[src/rtl/irq_route_pkg.sv]
package irq_route_pkg;

   localparam int RTE_W        = 64;
   localparam int F_VEC_LSB    = 0;
   localparam int F_VEC_W      = 8;
   localparam int F_DLV_LSB    = 8;
   localparam int F_DLV_W      = 3;
   localparam int F_DSTMODE    = 11;
   localparam int F_TRIG       = 15;
   localparam int F_MASK       = 16;
   localparam int F_DEST_LSB   = 48;
   localparam int F_DEST_W     = 16;

   localparam logic [F_DLV_W-1:0] DLV_LEGACY = 3'b111;

   localparam logic [31:0] MSG_BASE    = 32'hFEE0_0000;
   localparam int          A_DEST_SH   = 12;
   localparam int          A_DMODE_SH  = 2;
   localparam int          D_VEC_SH    = 0;
   localparam int          D_DLV_SH    = 8;
   localparam int          D_TRIG_SH   = 15;

   typedef struct packed {
      logic [F_VEC_W-1:0]  vec;
      logic [F_DLV_W-1:0]  dlv;
      logic                dst_logical;
      logic                trig_lvl;
      logic                masked;
      logic [F_DEST_W-1:0] dest;
   } rte_t;

   function automatic rte_t rte_decode(input logic [RTE_W-1:0] e);
      rte_t r;
      r.vec         = e[F_VEC_LSB +: F_VEC_W];
      r.dlv         = e[F_DLV_LSB +: F_DLV_W];
      r.dst_logical = e[F_DSTMODE];
      r.trig_lvl    = e[F_TRIG];
      r.masked      = e[F_MASK];
      r.dest        = e[F_DEST_LSB +: F_DEST_W];
      return r;
   endfunction

   function automatic logic [31:0] msg_addr_of(input rte_t r);
      return MSG_BASE
           | (32'(r.dest) << A_DEST_SH)
           | (32'(r.dst_logical) << A_DMODE_SH);
   endfunction

   function automatic logic [31:0] msg_data_of(input rte_t r, input logic [F_VEC_W-1:0] v);
      return (32'(v) << D_VEC_SH)
           | (32'(r.dlv) << D_DLV_SH)
           | (32'(r.trig_lvl) << D_TRIG_SH);
   endfunction

endpackage

[src/rtl/irq_pend_ctrl.sv]
module irq_pend_ctrl #(
   parameter int NUM_PINS  = 24,
   parameter int SRC_W     = 5,
   parameter int PIN_W     = 5,
   parameter int REMAP_SRC = 0,
   parameter int REMAP_DST = 2
) (
   input  logic                clk,
   input  logic                rst_n,
   input  logic                req_valid,
   input  logic [SRC_W-1:0]    req_src,
   input  logic                req_level,
   input  logic [NUM_PINS-1:0] lvl_vec,
   input  logic [NUM_PINS-1:0] mask_vec,
   input  logic                svc_fire,
   input  logic [PIN_W-1:0]    svc_pin,
   input  logic [NUM_PINS-1:0] rirr_clr,
   output logic [NUM_PINS-1:0] pend_q,
   output logic [NUM_PINS-1:0] rirr_q,
   output logic [NUM_PINS-1:0] elig
);

   localparam logic [SRC_W-1:0] SRC_FROM = SRC_W'(REMAP_SRC);
   localparam logic [SRC_W-1:0] SRC_TO   = SRC_W'(REMAP_DST);

   logic [SRC_W-1:0]    mapped;
   logic                in_range;
   logic [NUM_PINS-1:0] pend_d;
   logic [NUM_PINS-1:0] rirr_d;

   // one input number is steered onto another pin
   assign mapped   = (req_src == SRC_FROM) ? SRC_TO : req_src;
   // numbers at or beyond the pin count reach nothing
   assign in_range = ({{(32-SRC_W){1'b0}}, mapped} < 32'(NUM_PINS));

   for (genvar i = 0; i < NUM_PINS; i++) begin : g_pin
      logic hit, set_req, lvl_drop, svc_here, svc_edge, svc_lvl;

      assign hit      = req_valid && in_range && (mapped == SRC_W'(i));
      // level pins always latch a high, edge pins only when unmasked
      assign set_req  = hit && req_level && (lvl_vec[i] || !mask_vec[i]);
      assign lvl_drop = hit && !req_level && lvl_vec[i];
      assign svc_here = svc_fire && (svc_pin == PIN_W'(i));
      assign svc_edge = svc_here && !lvl_vec[i];
      assign svc_lvl  = svc_here && lvl_vec[i];

      // a new request beats the clear caused by servicing
      assign pend_d[i] = set_req ? 1'b1 :
                         (lvl_drop || svc_edge) ? 1'b0 : pend_q[i];
      // flag set by level service, cleared by pulse or edge mode
      assign rirr_d[i] = !lvl_vec[i] ? 1'b0 :
                         svc_lvl     ? 1'b1 :
                         rirr_clr[i] ? 1'b0 : rirr_q[i];
      // pending, unmasked, and not held by the in-service flag
      assign elig[i]   = pend_q[i] && !mask_vec[i] && (!lvl_vec[i] || !rirr_q[i]);


      masked_edge_drop_chk: assert property (@(posedge clk) disable iff (!rst_n)
         (hit && req_level && !lvl_vec[i] && mask_vec[i] && !pend_q[i]) |=> !pend_q[i]);


      level_coalesce_chk: assert property (@(posedge clk) disable iff (!rst_n)
         (svc_here && lvl_vec[i]) |-> !rirr_q[i]);


      edge_clears_flag_chk: assert property (@(posedge clk) disable iff (!rst_n)
         (!lvl_vec[i] && !svc_here) |=> (!rirr_q[i] || lvl_vec[i]));
   end

   always_ff @(posedge clk or negedge rst_n) begin
      if (!rst_n) begin
         pend_q <= '0;
         rirr_q <= '0;
      end else begin
         pend_q <= pend_d;
         rirr_q <= rirr_d;
      end
   end

endmodule

[src/rtl/irq_scan_pick.sv]
module irq_scan_pick #(
   parameter int NUM_PINS = 24,
   parameter int PIN_W    = 5
) (
   input  logic                clk,
   input  logic                rst_n,
   input  logic [NUM_PINS-1:0] elig,
   input  logic                advance,
   input  logic [PIN_W-1:0]    adv_pin,
   output logic                pick_valid,
   output logic [PIN_W-1:0]    pick_pin
);

   localparam logic [PIN_W-1:0] LAST_PIN = PIN_W'(NUM_PINS - 1);

   logic [PIN_W-1:0] ptr_q;

   // first eligible pin at or after the pointer, wrapping at the top
   always_comb begin
      pick_valid = 1'b0;
      pick_pin   = '0;
      for (int k = NUM_PINS - 1; k >= 0; k--) begin
         int idx;
         idx = int'(ptr_q) + k;
         if (idx >= NUM_PINS) idx = idx - NUM_PINS;
         if (elig[idx]) begin
            pick_valid = 1'b1;
            pick_pin   = PIN_W'(idx);
         end
      end
   end

   always_ff @(posedge clk or negedge rst_n) begin
      if (!rst_n)       ptr_q <= '0;
      else if (advance) ptr_q <= (adv_pin == LAST_PIN) ? '0 : adv_pin + 1'b1;
   end


   pick_is_eligible_chk: assert property (@(posedge clk) disable iff (!rst_n)
      pick_valid |-> elig[pick_pin]);


   pointer_in_range_chk: assert property (@(posedge clk) disable iff (!rst_n)
      ptr_q <= LAST_PIN);

endmodule

[src/rtl/irq_msg_pack.sv]
module irq_msg_pack
   import irq_route_pkg::*;
#(
   parameter int PIN_W = 5
) (
   input  logic             clk,
   input  logic             rst_n,
   input  logic             pick_valid,
   input  logic [PIN_W-1:0] pick_pin,
   input  rte_t             sel_rte,
   input  logic [7:0]       legacy_vec,
   input  logic             msg_ready,
   output logic             load,
   output logic             legacy_ack,
   output logic             msg_valid,
   output logic [31:0]      msg_addr,
   output logic [31:0]      msg_data,
   output logic [PIN_W-1:0] msg_pin
);

   logic       use_legacy;
   logic [7:0] vec_sel;

   // load only into an empty or draining slot
   assign load       = pick_valid && (!msg_valid || msg_ready);
   // legacy vector source in external-interrupt mode
   assign use_legacy = (sel_rte.dlv == DLV_LEGACY);
   assign vec_sel    = use_legacy ? legacy_vec : sel_rte.vec;
   assign legacy_ack = load && use_legacy;

   always_ff @(posedge clk or negedge rst_n) begin
      if (!rst_n) begin
         msg_valid <= 1'b0;
         msg_addr  <= '0;
         msg_data  <= '0;
         msg_pin   <= '0;
      end else if (load) begin
         msg_valid <= 1'b1;
         msg_addr  <= msg_addr_of(sel_rte);
         msg_data  <= msg_data_of(sel_rte, vec_sel);
         msg_pin   <= pick_pin;
      end else if (msg_ready) begin
         msg_valid <= 1'b0;
      end
   end


   stall_hold_chk: assert property (@(posedge clk) disable iff (!rst_n)
      (msg_valid && !msg_ready) |=> (msg_valid && $stable(msg_addr)
                                     && $stable(msg_data) && $stable(msg_pin)));


   legacy_ack_load_chk: assert property (@(posedge clk) disable iff (!rst_n)
      legacy_ack |=> msg_valid);

endmodule

[src/rtl/irq_route_dispatch.sv]
module irq_route_dispatch
   import irq_route_pkg::*;
#(
   parameter int NUM_PINS  = 24,
   parameter int SRC_W     = $clog2(NUM_PINS),
   parameter int REMAP_SRC = 0,
   parameter int REMAP_DST = 2
) (
   input  logic                        clk,
   input  logic                        rst_n,
   input  logic                        req_valid,
   input  logic [SRC_W-1:0]            req_src,
   input  logic                        req_level,
   input  logic [NUM_PINS*RTE_W-1:0]   rte_flat,
   input  logic [7:0]                  legacy_vec,
   output logic                        legacy_ack,
   input  logic [NUM_PINS-1:0]         rirr_clr,
   output logic [NUM_PINS-1:0]         rirr_q,
   output logic                        msg_valid,
   input  logic                        msg_ready,
   output logic [31:0]                 msg_addr,
   output logic [31:0]                 msg_data,
   output logic [$clog2(NUM_PINS)-1:0] msg_pin
);

   localparam int PIN_W = $clog2(NUM_PINS);

   if (NUM_PINS < 3 || NUM_PINS > 64) begin : g_bad_pins
      $error("irq_route_dispatch: NUM_PINS out of supported range");
   end
   if (SRC_W < PIN_W || SRC_W > 16) begin : g_bad_src
      $error("irq_route_dispatch: SRC_W cannot address every pin");
   end
   if (REMAP_DST >= NUM_PINS) begin : g_bad_remap
      $error("irq_route_dispatch: remap target beyond pin count");
   end

   rte_t                rte_arr [NUM_PINS];
   logic [NUM_PINS-1:0] lvl_vec;
   logic [NUM_PINS-1:0] mask_vec;
   logic [NUM_PINS-1:0] pend_q;
   logic [NUM_PINS-1:0] elig;
   logic                pick_valid;
   logic [PIN_W-1:0]    pick_pin;
   logic                load;
   rte_t                sel_rte;

   for (genvar i = 0; i < NUM_PINS; i++) begin : g_dec
      logic [RTE_W-1:0] ent;
      logic             unused_rte_bits;
      assign ent             = rte_flat[i*RTE_W +: RTE_W];
      assign rte_arr[i]      = rte_decode(ent);
      assign lvl_vec[i]      = rte_arr[i].trig_lvl;
      assign mask_vec[i]     = rte_arr[i].masked;
      assign unused_rte_bits = ^{ent[14:12], ent[47:17]};
   end

   assign sel_rte = rte_arr[pick_pin];

   irq_pend_ctrl #(
      .NUM_PINS  (NUM_PINS),
      .SRC_W     (SRC_W),
      .PIN_W     (PIN_W),
      .REMAP_SRC (REMAP_SRC),
      .REMAP_DST (REMAP_DST)
   ) u_pend (
      .clk       (clk),
      .rst_n     (rst_n),
      .req_valid (req_valid),
      .req_src   (req_src),
      .req_level (req_level),
      .lvl_vec   (lvl_vec),
      .mask_vec  (mask_vec),
      .svc_fire  (load),
      .svc_pin   (pick_pin),
      .rirr_clr  (rirr_clr),
      .pend_q    (pend_q),
      .rirr_q    (rirr_q),
      .elig      (elig)
   );

   irq_scan_pick #(
      .NUM_PINS (NUM_PINS),
      .PIN_W    (PIN_W)
   ) u_pick (
      .clk        (clk),
      .rst_n      (rst_n),
      .elig       (elig),
      .advance    (load),
      .adv_pin    (pick_pin),
      .pick_valid (pick_valid),
      .pick_pin   (pick_pin)
   );

   irq_msg_pack #(
      .PIN_W (PIN_W)
   ) u_pack (
      .clk        (clk),
      .rst_n      (rst_n),
      .pick_valid (pick_valid),
      .pick_pin   (pick_pin),
      .sel_rte    (sel_rte),
      .legacy_vec (legacy_vec),
      .msg_ready  (msg_ready),
      .load       (load),
      .legacy_ack (legacy_ack),
      .msg_valid  (msg_valid),
      .msg_addr   (msg_addr),
      .msg_data   (msg_data),
      .msg_pin    (msg_pin)
   );


   pick_pending_unmasked_chk: assert property (@(posedge clk) disable iff (!rst_n)
      pick_valid |-> (pend_q[pick_pin] && !mask_vec[pick_pin]));


   reset_idle_chk: assert property (@(posedge clk) disable iff (!rst_n)
      $rose(rst_n) |-> (!msg_valid && (rirr_q == '0)));

endmodule

[config.mk]
export PLATFORM = sky130hd
export DESIGN_NAME = irq_route_dispatch
export DESIGN_NICKNAME = d
export VERILOG_FILES = /design/src/rtl/irq_route_pkg.sv /design/src/rtl/irq_pend_ctrl.sv /design/src/rtl/irq_scan_pick.sv /design/src/rtl/irq_msg_pack.sv /design/src/rtl/irq_route_dispatch.sv
export SDC_FILE = /design/constraint.sdc
export NUM_CORES = 1
export LEC_CHECK = 0
export ABC_CLOCK_PERIOD_IN_PS = 9400
export BUFFER_PORTS_ARGS = -buffer_cell sky130_fd_sc_hd__clkbuf_2
export CAP_MARGIN = 20
export CORE_AREA = 3 3 648 650
export CTS_BUF_LIST = sky130_fd_sc_hd__clkbuf_8
export DETAILED_ROUTE_END_ITERATION = 10
export DIE_AREA = 0 0 651 653
export SLEW_MARGIN = 20
export SYNTH_ARGS = -nofsm -noshare
export SYNTH_HDL_FRONTEND = slang
export SYNTH_SLANG_ARGS = --single-unit
export TNS_END_PERCENT = 100
[constraint.sdc]
create_clock -name clk -period 9.4 [get_ports clk]
set_clock_uncertainty 0.15 [all_clocks]
set_input_delay 0 -clock clk [delete_from_list [all_inputs] [get_ports clk]]
set_output_delay 0 -clock clk [all_outputs]
set_load 0.03 [all_outputs]
==> results of run 1 <==
[worst min-delay path, cell delays in order]
cell and delay, ns:
dlygate4sd3_1 0.54, clkbuf_2 0.10, nand2b_1 0.11, nand2b_1 0.06
[synth_stat cells, types with 14 or more instances]
cell       number
nand2_1       484
nand3_1       131
nor2_1        121
dfrtp_1        83
and3_1         78
mux2i_1        78
a21oi_1        75
o21ai_0        70
clkbuf_1       66
and2_1         65
nor2b_1        62
buf_2          60
a31oi_1        56
buf_4          55
a211oi_1       49
ha_1           42
inv_1          42
a311o_1        40
a311oi_1       38
o22ai_1        33
o21ai_1        32
o211ai_1       30
nor3_1         28
nand4_1        27
mux2_2         25
o31ai_1        25
mux4_2         21
nand2b_1       21
a221oi_1       17
o2bb2ai_1      16
xnor2_1        16
a21o_1         15
a41oi_1        15
o21a_1         14
[worst paths after layout]
| path | endpoint | slack, ns | startpoint | cells past startpoint |
|---|---|---|---|---|
| max | u_pack.msg_addr[20] | 0.84 | u_pick.ptr_q[0] | 26 |
| min | u_pack.msg_valid | 0.12 | msg_ready | 4 |
| max reg2reg | u_pack.msg_addr[20] | 0.84 | u_pick.ptr_q[0] | 26 |
| min reg2reg | u_pack.msg_pin[4] | 0.36 | u_pack.msg_pin[4] | 2 |
| max in group asynchronous | u_pack.msg_addr[30] | 7.96 | rst_n | 4 |
| min in group asynchronous | u_pack.msg_pin[4] | 0.45 | rst_n | 4 |
[layout make-up]
class / count / share of cell area, %
Tap cell: 5474 / 22.9
Timing Repair Buffer: 1074 / 24.6
Clock buffer: 9 / 0.414
Inverter: 56 / 0.702
Antenna cell: 79 / 0.660
Multi-Input combinational cell: 2018 / 43.5
Sequential cell: 83 / 6.95
Clock inverter: 7 / 0.263
[per-stage QoR]
step | util, % | area [sq um]
after floorplan | - | 16300
after global placement | 6.67 | 27600
after detailed placement | 6.67 | 27600
after CTS | 7.19 | 29700
after global routing | 7.23 | 29900
final | 7.24 | 29900
[flip-flops by register name, indices dropped and copies added (netlist names)]
| name | cells |
|---|---|
| u_pick.ptr_q | 5 |
| u_pend.pend_q | 24 |
| u_pack.msg_valid | 1 |
| u_pack.msg_addr | 12 |
| u_pend.rirr_q | 24 |
| u_pack.msg_data | 12 |
| u_pack.msg_pin | 5 |
[kinds of logic after synthesis]
group,Yosys count,synth area share [%]
fa+ha+maj,42,3.24
flops,83,12.8
xor+xnor,22,1.33
buf+inv,258,8.29
other cells,1,0.0231
mux,126,9.62
simple gates,1104,32.8
compound gates,693,31.9
[routing by layer]
metal | GRT usage, % | up-vias | wire length [microns]
met2 | 13.0 | 1440 | 82800
met5 | 0 | - | 137
met3 | 1.18 | 361 | 10600
li1 | - | 10600 | -
met1 | 8.27 | 11500 | 60600
met4 | 5.27 | 20 | 12900
[what timing repair did]
item	in CTS	in global routing
hold buffers	191	0
hold endpoints to repair	125	0
endpoints found under the setup margin	0	0
==> impl_metrics.toml, run 1 <==
[status]
status = "finished clean"

[flow_run]
maxCapViolations = 0

[floorplan]
die_y_microns = 653
die_area_sq_um = 425000
start_util_pct = 3.92
ioPinCount = 1673
coreArea_sq_um = 414000
num_rows = 236
fp.dieW_microns = 651

[synthesis]
synth_ff_type = "dfrtp_1"
seq_area_frac_synth_pct = 12.8
synth_top_area_share_pct = 12.8
synth_cell_type_count = 108
netlist_area_sq_um = 16200
yosys-top-cells-area = "dfrtp_1, nand2_1, mux2i_1, nand3_1, ha_1"
async_flop_share_pct = 100
ys_seq_elements = 83
synth-edff-count = 0
synth_area_leader_cell = "dfrtp_1"
yosys_warnings = 0
syn_area_per_cell_sq_um = 6.96
syn_inst = 2329

[grt]
grt_antenna_before_repair = 93
grt_max_degree = 59
grt_first_pass_wirelength_mm = 212
overflow = 0
grt_pass1_vias = 22400
grtUsageTotal_pct = 7.47

[timing]
drv_slew = 0
tns_ns = 0
period_minus_slack_ns = 8.56
finalCritPeriodShare_pct = 91.1
tightest_slew_ns = 1.21
relSlewSlack_pct = 19.1
max_clock_freq_mhz = 117
rsz0062_at_grt = "no"
hold_violations = 0
timing.final.ws_setup_ns = 0.837
holdWs_ns = 0.124
finalSetupViolCount = 0

[clock_network]
numCtsBuffers = 9
cts_tree = "built"
cts_setup_buffers = 0
root_buffer = "clkbuf_8"
htreeDepth = 3
clkLatencyLatePin_ns = 0.55
cts_resized = 0
clock_sinks = 83
clkSlewWorstSetupHoldPaths_ns = 0.16
clockBufferDepth = 2

[cells_and_area]
most-common-layout-cells = "clkbuf_2, nand2_1, dlygate4sd3_1"
n_fill_cell = 48800
drive_above_1_share_pct = 31.7
multiInputGateArea_sq_um = 13000
regArea_sq_um = 2080
fin_cells = 8800
area_delta_synth_final_pct = 84.8
num-nets-final = 4862
layout_commonest_cell = "clkbuf_2"

[routing]
wl_per_cell_microns = 19.0
vias = 23900
firstDrtPassIters = 6
initialDrtViolationCount = 2445
post-route-drc-count = 0
post_drt_via_cell_ratio = 2.72
drtAntennaViolNets = 0
wirelength_mm = 167

[place]
portBuffers = 681
gp_congestion = 0.962
dp_hpwl_mm = 146
dpl.cell_count = 8514
place_ws_ns = 1.80

[worst_setup_path]
critPathTopFamily = "buffers and inverters"
cp.arrival_ns = 8.89
cp-end-kind = "flop"
critical_path.max_fanout = 16
crit_top_cell = "buf_12"
worstPathRequired_ns = 9.73
cp_slowest_cell = "a41oi_1"
cp_num_buf_inv = 10
start_kind = "flop"
critical_path.max_stage_delay_ns = 0.83
criticalPathCategory = "flop to flop"

[hold_path]
worstHoldPathType = "input pin to flop"
Power of run 1 is not shown: default switching activity piles up to over one toggle a cycle in this logic, so the estimate is an artifact.
==> run 2, diff against run 1 <==
--- a/config.mk
+++ b/config.mk
@@ -5,13 +5,14 @@
 export SDC_FILE = /design/constraint.sdc
 export NUM_CORES = 1
 export LEC_CHECK = 0
-export ABC_CLOCK_PERIOD_IN_PS = 9400
+export ABC_CLOCK_PERIOD_IN_PS = 8100
 export BUFFER_PORTS_ARGS = -buffer_cell sky130_fd_sc_hd__clkbuf_2
 export CAP_MARGIN = 20
 export CORE_AREA = 3 3 648 650
 export CTS_BUF_LIST = sky130_fd_sc_hd__clkbuf_8
 export DETAILED_ROUTE_END_ITERATION = 10
 export DIE_AREA = 0 0 651 653
+export REMOVE_ABC_BUFFERS = 1
 export SLEW_MARGIN = 20
 export SYNTH_ARGS = -nofsm -noshare
 export SYNTH_HDL_FRONTEND = slang
==> constraint.sdc (replaced) <==
create_clock -name clk -period 8.1 [get_ports clk]
set_clock_uncertainty 0.15 [all_clocks]
set_input_delay 0 -clock clk [delete_from_list [all_inputs] [get_ports clk]]
set_output_delay 0 -clock clk [all_outputs]
set_load 0.03 [all_outputs]
==> impl_metrics.toml, run 2 (synthesized netlist as in run 1, its figures left out) <==
[clock_network]
clock_sinks = 83
cts_tree = "built"
htreeDepth = 3
clkSlewWorstSetupHoldPaths_ns = 0.24
root_buffer = "clkbuf_8"
clkLatencyLatePin_ns = 0.57
numCtsBuffers = 9
clockBufferDepth = 2

[grt]
grt_antenna_before_repair = 159
overflow = 0
grt_max_degree = 58
grt_pass1_vias = 22900
grtUsageTotal_pct = 8.23
grt_first_pass_wirelength_mm = 230

[worst_setup_path]
critical_path.max_fanout = 20
crit_top_cell = "buf_4"
critPathTopFamily = "buffers and inverters"
cp-end-kind = "flop"
cp.arrival_ns = 8.05
worstPathRequired_ns = 8.45
criticalPathCategory = "flop to flop"
start_kind = "flop"
cp_num_buf_inv = 8
cp_slowest_cell = "dlygate4sd3_1"
critical_path.max_stage_delay_ns = 0.57

[floorplan]
die_area_sq_um = 425000
fp.dieW_microns = 651
ioPinCount = 1673
num_rows = 236
die_y_microns = 653
start_util_pct = 3.92
coreArea_sq_um = 414000

[timing]
period_minus_slack_ns = 7.71
max_clock_freq_mhz = 130
relSlewSlack_pct = 30.1
finalCritPeriodShare_pct = 95.2
drv_slew = 0
hold_violations = 0
timing.final.ws_setup_ns = 0.391
tightest_slew_ns = 1.05
finalSetupViolCount = 0

[place]
dp_hpwl_mm = 162
portBuffers = 681
place_ws_ns = 0.610
gp_congestion = 0.971

[routing]
initialDrtViolationCount = 2296
post-route-drc-count = 0
post_drt_via_cell_ratio = 2.77
wl_per_cell_microns = 20.8
drtAntennaViolNets = 0
vias = 24500
wirelength_mm = 184
firstDrtPassIters = 6

[flow_run]
maxCapViolations = 0

[cells_and_area]
most-common-layout-cells = "clkbuf_2, nand2_1, buf_4"
reg_top3 = "u_pend.pend_q: 24 flops, u_pend.rirr_q: 24 flops"
num-nets-final = 4880
area_delta_synth_final_pct = 84.4
multiInputGateArea_sq_um = 13100
regArea_sq_um = 2080
n_fill_cell = 48800
drive_above_1_share_pct = 32.0
layout_commonest_cell = "clkbuf_2"

[hold_path]
worstHoldPathType = "input pin to flop"

[status]
status = "finished clean"
==> run 2: cell types whose count changed in the layout (fill, tap and decap cells not counted), sizes merged <==
cell / change
buf: +15
clkinv: -1
clkinvlp: +2
diode: +2
dlygate4sd3: +3
inv: -1
==> run 2: timing repair <==
action                                  CTS  global route
buffers inserted                          0             7
resized for setup                         0            19
hold endpoints to repair                126             0
endpoints found under the setup margin    0            34
hold buffers                            194             0
==> run 2: layout make-up <==
cell class                 instances  share of cell area, %
multi-input combinational       2018                   43.7
tap                             5474                   22.9
antenna                           81                  0.678
timing repair buffer            1092                   24.3
inverter                          56                  0.733
clock buffer                       9                  0.415
clock inverter                     7                  0.255
sequential                        83                   6.96
==> run 2: worst register-to-register path: stages (launching register included) <==
cell and delay [ns]:
dfrtp_1 0.49, clkinvlp_4 0.34, buf_4 0.25, ha_1 0.25, a21boi_0 0.29, xnor2_1 0.19, ha_1 0.21, and3b_1 0.21
or4_1 0.47, o21a_1 0.21, mux4_2 0.33, a22oi_4 0.28, and4_4 0.30, nand4_4 0.10, o2bb2ai_4 0.18, buf_12 0.16
o211a_4 0.29, buf_4 0.29, buf_12 0.23, buf_4 0.29, nand2_1 0.08, and3_1 0.17, a311o_1 0.31, dlygate4sd3_1 0.56
a311o_1 0.35, dlygate4sd3_1 0.57, a31oi_1 0.16
==> run 2: stage by stage <==
stage | hold slack (ns) | area [sq um] | setup TNS, ns | utilization [%] | std cells
after detailed placement | -0.0746 | 27400 | 0 | 6.61 | 8522
after floorplan | -0.446 | 15200 | -78.59 | - | 2157
final | 0.0610 | 29900 | 0 | 7.22 | 8820
after global routing | 0.0400 | 29800 | -0.000187 | 7.21 | 8797
after global placement | -0.0800 | 27400 | 0 | 6.61 | 8522
after CTS | 0.00363 | 29500 | 0 | 7.13 | 8732
==> run 2: path summary, 6_finish.rpt <==
path | startpoint | to | slack (ns) | cells after the start
worst min register to register | u_pend.pend_q[0] | u_pend.pend_q[0] | 0.36 | 1
min in group asynchronous | rst_n | u_pend.pend_q[8] | 0.37 | 4
worst min-delay path | rte_flat[911] | u_pack.msg_data[15] | 0.06 | 5
max in group asynchronous | rst_n | u_pend.pend_q[2] | 6.72 | 4
worst max-delay path | u_pick.ptr_q[2] | u_pack.msg_addr[15] | 0.39 | 26
worst max register to register | u_pick.ptr_q[2] | u_pack.msg_addr[15] | 0.39 | 26
==> run 2: routing by layer <==
| metal | share of wire (%) | global-route usage, % |
|---|---|---|
| met1 | 33 | 8.44 |
| met3 | 8.0 | 1.97 |
| met2 | 51 | 15.2 |
| met4 | 7.5 | 4.62 |
| met5 | 0.13 | 0 |
Power of run 2 is left out for the same reason.
